$ cat src/rtl/spi_dual_role_pkg.sv
package spi_dual_role_pkg;
  localparam int DATA_W = 8;
  localparam int DIV_W  = 7;

  typedef enum logic [1:0] {
    REG_CTRL = 2'd0,
    REG_STAT = 2'd1,
    REG_DATA = 2'd2
  } reg_addr_e;

  typedef struct packed {
    logic       irq_en;
    logic       enable;
    logic       rsvd5;
    logic       master;
    logic [1:0] rsvd3_2;
    logic [1:0] div_sel;
  } ctrl_t;

  // half of the serial clock period, in system clocks
  function automatic logic [DIV_W-1:0] half_period(input logic [1:0] sel);
    case (sel)
      2'd0:    half_period = DIV_W'(2);
      2'd1:    half_period = DIV_W'(8);
      2'd2:    half_period = DIV_W'(32);
      default: half_period = DIV_W'(64);
    endcase
  endfunction
endpackage

$ cat src/rtl/spi_dual_role_clkgen.sv
module spi_dual_role_clkgen #(
  parameter int CNT_W = 7
) (
  input  logic             clk_i,
  input  logic             rst_ni,
  input  logic             start_i,
  input  logic             run_i,
  input  logic [CNT_W-1:0] half_i,
  output logic             sck_o,
  output logic             rise_o,
  output logic             fall_o
);
  logic [CNT_W-1:0] cnt_q;
  logic             sck_q;
  logic             tick;

  assign tick   = run_i && (cnt_q == half_i - 1'b1);
  assign rise_o = tick & ~sck_q;
  assign fall_o = tick & sck_q;
  assign sck_o  = sck_q;

  always_ff @(posedge clk_i or negedge rst_ni) begin
    if (!rst_ni) begin
      cnt_q <= '0;
      sck_q <= 1'b0;
    end else if (start_i || !run_i) begin
      cnt_q <= '0;
      sck_q <= 1'b0;
    end else if (tick) begin
      cnt_q <= '0;
      sck_q <= ~sck_q;
    end else begin
      cnt_q <= cnt_q + 1'b1;
    end
  end
endmodule

$ cat src/rtl/spi_dual_role_sync.sv
module spi_dual_role_sync #(
  parameter int STAGES = 2
) (
  input  logic clk_i,
  input  logic rst_ni,
  input  logic sck_i,
  input  logic mosi_i,
  input  logic ss_ni,
  output logic mosi_o,
  output logic ss_no,
  output logic rise_o,
  output logic fall_o
);
  logic [STAGES-1:0] sck_p, mosi_p, ss_p;
  logic              sck_prev_q;

  always_ff @(posedge clk_i or negedge rst_ni) begin
    if (!rst_ni) begin
      sck_p      <= '0;
      mosi_p     <= '0;
      ss_p       <= '1;
      sck_prev_q <= 1'b0;
    end else begin
      sck_p      <= {sck_p[STAGES-2:0], sck_i};
      mosi_p     <= {mosi_p[STAGES-2:0], mosi_i};
      ss_p       <= {ss_p[STAGES-2:0], ss_ni};
      sck_prev_q <= sck_p[STAGES-1];
    end
  end

  assign mosi_o = mosi_p[STAGES-1];
  assign ss_no  = ss_p[STAGES-1];
  assign rise_o = sck_p[STAGES-1] & ~sck_prev_q;
  assign fall_o = ~sck_p[STAGES-1] & sck_prev_q;
endmodule

$ cat src/rtl/spi_dual_role_shift.sv
module spi_dual_role_shift #(
  parameter int W = 8
) (
  input  logic         clk_i,
  input  logic         rst_ni,
  input  logic         load_i,
  input  logic [W-1:0] load_data_i,
  input  logic         abort_i,
  input  logic         rise_i,
  input  logic         fall_i,
  input  logic         in_bit_i,
  output logic         out_bit_o,
  output logic         active_o,
  output logic         done_o,
  output logic [W-1:0] rx_o
);
  localparam int CW = $clog2(W);

  logic [W-1:0]  sh_q;
  logic          samp_q;
  logic [CW-1:0] cnt_q;

  assign rx_o      = {sh_q[W-2:0], samp_q};
  assign done_o    = fall_i && (cnt_q == CW'(W-1));
  assign out_bit_o = sh_q[W-1];
  assign active_o  = (cnt_q != '0);

  always_ff @(posedge clk_i or negedge rst_ni) begin
    if (!rst_ni) begin
      sh_q   <= '0;
      samp_q <= 1'b0;
      cnt_q  <= '0;
    end else if (load_i) begin
      sh_q  <= load_data_i;
      cnt_q <= '0;
    end else if (abort_i) begin
      cnt_q <= '0;
    end else begin
      if (rise_i) samp_q <= in_bit_i;
      if (fall_i) begin
        sh_q  <= rx_o;
        cnt_q <= done_o ? '0 : cnt_q + 1'b1;
      end
    end
  end
endmodule

$ cat src/rtl/spi_dual_role.sv
module spi_dual_role
  import spi_dual_role_pkg::*;
#(
  parameter int SYNC_STAGES = 2
) (
  input  logic              clk_i,
  input  logic              rst_ni,
  input  logic [1:0]        addr_i,
  input  logic              wr_i,
  input  logic              rd_i,
  input  logic [DATA_W-1:0] wdata_i,
  output logic [DATA_W-1:0] rdata_o,
  output logic              irq_o,
  input  logic              sck_i,
  output logic              sck_o,
  input  logic              mosi_i,
  output logic              mosi_o,
  input  logic              miso_i,
  output logic              miso_o,
  output logic              miso_oe_o,
  input  logic              ss_ni,
  output logic              force_in_mosi_o,
  output logic              force_in_miso_o,
  output logic              force_in_sck_o,
  output logic              force_in_ss_o
);
  ctrl_t             ctrl_q;
  logic              flag_q, wcol_q, armed_q, mbusy_q;
  logic [DATA_W-1:0] rx_q;

  logic is_master, is_slave;
  logic data_wr, data_acc, stat_rd, ctrl_wr;
  logic xfer_busy, collide, load, start;
  logic m_rise, m_fall, s_rise, s_fall, mosi_s, ss_s;
  logic rise, fall, in_bit, abort, done, core_active, out_bit;
  logic [DATA_W-1:0] core_rx;

  assign is_master = ctrl_q.enable & ctrl_q.master;
  assign is_slave  = ctrl_q.enable & ~ctrl_q.master;

  assign ctrl_wr  = wr_i && (addr_i == REG_CTRL);
  assign data_wr  = wr_i && (addr_i == REG_DATA);
  assign data_acc = (wr_i || rd_i) && (addr_i == REG_DATA);
  assign stat_rd  = rd_i && (addr_i == REG_STAT);

  assign xfer_busy = mbusy_q | (is_slave & core_active);
  assign collide   = data_wr & xfer_busy;
  assign load      = data_wr & ~xfer_busy & ctrl_q.enable;
  assign start     = load & is_master;

  spi_dual_role_clkgen #(.CNT_W(DIV_W)) i_clkgen (
    .clk_i   (clk_i),
    .rst_ni  (rst_ni),
    .start_i (start),
    .run_i   (mbusy_q),
    .half_i  (half_period(ctrl_q.div_sel)),
    .sck_o   (sck_o),
    .rise_o  (m_rise),
    .fall_o  (m_fall)
  );

  spi_dual_role_sync #(.STAGES(SYNC_STAGES)) i_sync (
    .clk_i  (clk_i),
    .rst_ni (rst_ni),
    .sck_i  (sck_i),
    .mosi_i (mosi_i),
    .ss_ni  (ss_ni),
    .mosi_o (mosi_s),
    .ss_no  (ss_s),
    .rise_o (s_rise),
    .fall_o (s_fall)
  );

  assign rise   = is_master ? m_rise : (is_slave & ~ss_s & s_rise);
  assign fall   = is_master ? m_fall : (is_slave & ~ss_s & s_fall);
  assign in_bit = is_master ? miso_i : mosi_s;
  assign abort  = is_slave ? ss_s : ~is_master;

  spi_dual_role_shift #(.W(DATA_W)) i_shift (
    .clk_i       (clk_i),
    .rst_ni      (rst_ni),
    .load_i      (load),
    .load_data_i (wdata_i),
    .abort_i     (abort),
    .rise_i      (rise),
    .fall_i      (fall),
    .in_bit_i    (in_bit),
    .out_bit_o   (out_bit),
    .active_o    (core_active),
    .done_o      (done),
    .rx_o        (core_rx)
  );

  always_ff @(posedge clk_i or negedge rst_ni) begin
    if (!rst_ni) begin
      ctrl_q  <= '0;
      flag_q  <= 1'b0;
      wcol_q  <= 1'b0;
      armed_q <= 1'b0;
      mbusy_q <= 1'b0;
      rx_q    <= '0;
    end else begin
      if (ctrl_wr) ctrl_q <= ctrl_t'(wdata_i);
      if (start) mbusy_q <= 1'b1;
      else if (done) mbusy_q <= 1'b0;
      if (done) rx_q <= core_rx;
      // completion outranks the clear sequence
      if (done) flag_q <= 1'b1;
      else if (data_acc && armed_q) flag_q <= 1'b0;
      if (collide) wcol_q <= 1'b1;
      else if (data_acc && armed_q) wcol_q <= 1'b0;
      if (data_acc) armed_q <= 1'b0;
      else if (stat_rd && flag_q) armed_q <= 1'b1;
    end
  end

  always_comb begin
    case (reg_addr_e'(addr_i))
      REG_CTRL: rdata_o = ctrl_q;
      REG_STAT: rdata_o = {flag_q, wcol_q, 6'b0};
      REG_DATA: rdata_o = rx_q;
      default:  rdata_o = '0;
    endcase
  end

  assign irq_o           = flag_q & ctrl_q.irq_en;
  assign mosi_o          = out_bit;
  assign miso_o          = out_bit;
  assign miso_oe_o       = is_slave & ~ss_s;
  assign force_in_miso_o = is_master;
  assign force_in_mosi_o = is_slave;
  assign force_in_sck_o  = is_slave;
  assign force_in_ss_o   = is_slave;
endmodule

$ cat config.mk
export PLATFORM = sky130hd
export DESIGN_NAME = spi_dual_role
export DESIGN_NICKNAME = d
export VERILOG_FILES = /design/src/rtl/spi_dual_role_pkg.sv /design/src/rtl/spi_dual_role_clkgen.sv /design/src/rtl/spi_dual_role_sync.sv /design/src/rtl/spi_dual_role_shift.sv /design/src/rtl/spi_dual_role.sv
export SDC_FILE = /design/constraint.sdc
export NUM_CORES = 1
export LEC_CHECK = 0
export ABC_AREA = 0
export BUFFER_PORTS_ARGS = -buffer_cell sky130_fd_sc_hd__buf_2
export CELL_PAD_IN_SITES_DETAIL_PLACEMENT = 0
export CELL_PAD_IN_SITES_GLOBAL_PLACEMENT = 1
export CORE_MARGIN = 2
export CORE_UTILIZATION = 44
export DETAILED_ROUTE_END_ITERATION = 10
export PLACE_DENSITY = 0.78
export SKIP_LAST_GASP = 1
export SLEW_MARGIN = 0
export SYNTH_ARGS = -nofsm -noshare
export SYNTH_HDL_FRONTEND = slang
export SYNTH_SLANG_ARGS = --single-unit
$ cat constraint.sdc
create_clock -name clk_i -period 2.5 [get_ports clk_i]
set_input_delay 0.375 -clock clk_i [delete_from_list [all_inputs] [get_ports clk_i]]
set_output_delay 0.375 -clock clk_i [all_outputs]
set_load 0.005 [all_outputs]
==> impl_results.md <==
* Status: finished clean
* Antenna violations before repair at 0
* Clk Latency, worst-skew pair at 0.30 ns
* Number of flops mapped to enable cells by yosys at 0
* Worst setup EP type: flip-flop
* Via-per-instance ratio at about 5.1
* Final count of negative-setup-slack endpoints at 0
* Number of clock sinks at 47
* Crit path max fanout at 10
* Core footprint at roughly 0.005 mm²
* Pre-Repair DR Iteration Count at 4
* Final Max Tran Viols at 0
* Post-synthesis net count at 239
* Min cycle time layout at 2.349 ns
* Worst-margin pin slew at around 0.64 ns
* Setup bufs post-CTS at 0
* I/O pin cnt at 35
* Tightest Hold Check Type: in2reg
* Vias in the first global route at 1661
* CTS root buffer: clkbuf_8
* WL final at 4660 µm
* Grt total ovfl at 0
* Pre-CTS worst setup slack at 0.1067 ns
* Most frequent cells in the layout: 45 x dfrtp_1, 34 x buf_2, 25 x nor2_1
* Total number of vias at 1663
* Placer congestion estimate at between 0.7 and 0.8
* Ys async rst share at 100.0%
* Row cnt at 26
* Clock-pin slew on the worst setup and hold paths at about 0.09 ns
* Die X at 76.87 µm
* Sequential share of the synthesized area at 50.46%
* Register bit total from synthesis at 47
* LEAKAGE at 1.331 nW
* # diodes at 0
* Number of H-tree levels at 2
* Setup CP Type: reg2reg
* Commonest non-fill, non-tap cell in the layout: dfrtp_1
* Hold Path Depth at 1
* Hold_ws at around 0.16 ns
* Total track usage at between 10% and 20%
* RSZ-0062 raised after global routing: false
* Post-route setup slack at 0.1513 ns
* Hold Violations, Final at 0
* Fin crit share at a little over nine tenths
* VDD IR max at 422.8 µV
* Max-cap violations at 0
* DPL Wire Length at 3306 µm
* PD cells at 792.8 mW/mm²
* Fin Clk Skew at about 0.0055 ns
* Clock Path Buffers at 2
* Slew margin rel. at 57.24%
* Largest net degree at the start of global routing at 20
* TNS Setup at 0 ns
* First-pass GRT wire length at around 8300 µm
* Synth warn at 0
* WL/cell at 14.29 µm
* Die H at 76.87 µm
* Worst r2r path cells at 7
* Final nets at 278
* Residual DRC at 0
* Syn Area/Cell at ~11 µm²
* Synthesized instance count at 216
* # fillers at 488
* Ys flop type: dfrtp_1
* Total CTS buffers at 5
* Initial Utilization at 45.74%
* Area Overhead vs Synth at 17.14%
* Yosys cell types at 39
* Post-Syn Area at 0.002336 mm²
* Starting DRT DRC Count at 136
* FMAX at 425.8 MHz
* Fraction of layout cells with a size suffix above 1 at 28.13%
* Total power at 2.169 mW
* ANT nets after route at 0
* Startpoint class of the critical path: flip-flop
* CP Data Required Time at 2.69 ns
* Total die area at 0.005908 mm²
* Count of port buffers added during placement at 34
* CTS tree: done
* Critical path arrival at 2.54 ns
Yosys cell counts, drive strengths merged (2+ instances only):
cell type  instances  area share (%)
dfrtp             45              48
mux2i             12             5.1
xor2               4             1.5
o31a               8             3.0
o21ai             14             3.5
mux2              16             7.7
xnor2              5             1.9
nand2b             3            0.80
nor2b              4             1.1
clkbuf             2            0.32
buf                8             2.3
inv               11             1.8
nor3b              4             1.3
dfstp              2             2.2
nand3              3            0.64
nor2              25             4.0
and2               3            0.80
and3               2            0.54
nand3b             5             1.6
a21oi              9             1.9
ha                 5             2.7
nand2             12             1.9
flip-flops by register name, indices dropped and copies added, names as in the netlist, 2 cells and up:
signal / flops
i_sync.ss_p: 2
ctrl_q: 8
i_shift.cnt_q: 3
i_sync.mosi_p: 2
i_sync.sck_p: 2
i_clkgen.cnt_q: 7
i_shift.sh_q: 8
rx_q: 8
critical path: stages (launching register included):
cell      delay (ns)
dfrtp_1         0.39
or2_2           0.30
ha_1            0.30
xnor2_1         0.13
nor4_2          0.29
o2111a_1        0.35
o21ai_4         0.16
mux2_2          0.32
path summary, 6_finish.rpt:
path	start	endpoint	slack, ns
max	ctrl_q[1]	rx_q[2]	0.15
min	ss_ni	i_sync.ss_p[0]	0.16
max reg2reg	ctrl_q[1]	rx_q[2]	0.15
min reg2reg	i_sync.sck_p[0]	i_sync.sck_p[1]	0.35
max in group asynchronous	rst_ni	i_sync.ss_p[0]	1.38
min in group asynchronous	rst_ni	ctrl_q[1]	0.49
routing by layer:
layer | GRT usage (%) | vias up | routed length (µm)
met5 | 0 | - | 0
met4 | 4.909 | 0 | 55
met3 | 4.235 | 5 | 194
met2 | 26.14 | 33 | 2193
met1 | 25.48 | 800 | 2216
li1 | - | 825 | -
cell families (layout without fill, tap and decap cells):
family | Yosys count | in the layout | share of synthesized area, %
buffers and inverters | 21 | 61 | 4.392
multiplexers | 28 | 28 | 12.85
AO/OA/AOI/OAI | 39 | 39 | 11.30
flip-flops | 47 | 47 | 50.46
adder cells (fa/ha/maj) | 5 | 5 | 2.678
AND/OR/NAND/NOR | 67 | 67 | 14.94
XOR/XNOR | 9 | 9 | 3.374
through the flow:
step | utilization [%] | std cells | area [µm²]
after global routing | 53.58 | 326 | 2736
after detailed placement | 50.61 | 317 | 2585
after floorplan | - | 216 | 2336
after CTS | 53.41 | 326 | 2728
final | 53.58 | 326 | 2736
after global placement | 50.61 | 317 | 2585
cell type report:
class / count / area (µm²) / area share, %
sequential: 47 / 1179 / 43.07
multi-input combinational: 148 / 1064 / 38.87
timing repair buffer: 42 / 232.7 / 8.505
tap: 70 / 87.58 / 3.201
clock buffer: 6 / 72.57 / 2.652
clock inverter: 2 / 60.06 / 2.195
inverter: 11 / 41.29 / 1.509
where the power goes:
part	internal, mW	leakage, nW	total (mW)	switching, mW
logic	0.255	0.678	0.471	0.217
clock network	0.400	0.0654	0.656	0.256
registers	0.906	0.588	1.04	0.136
total	1.56	1.33	2.17	0.609
what timing repair did:
action,CTS,global route
setup endpoints to repair,0,16
hold buffers,1,0
resized for setup,0,2
hold endpoints to repair,12,0
No activity file was read; power rests on OpenSTA's default activity.
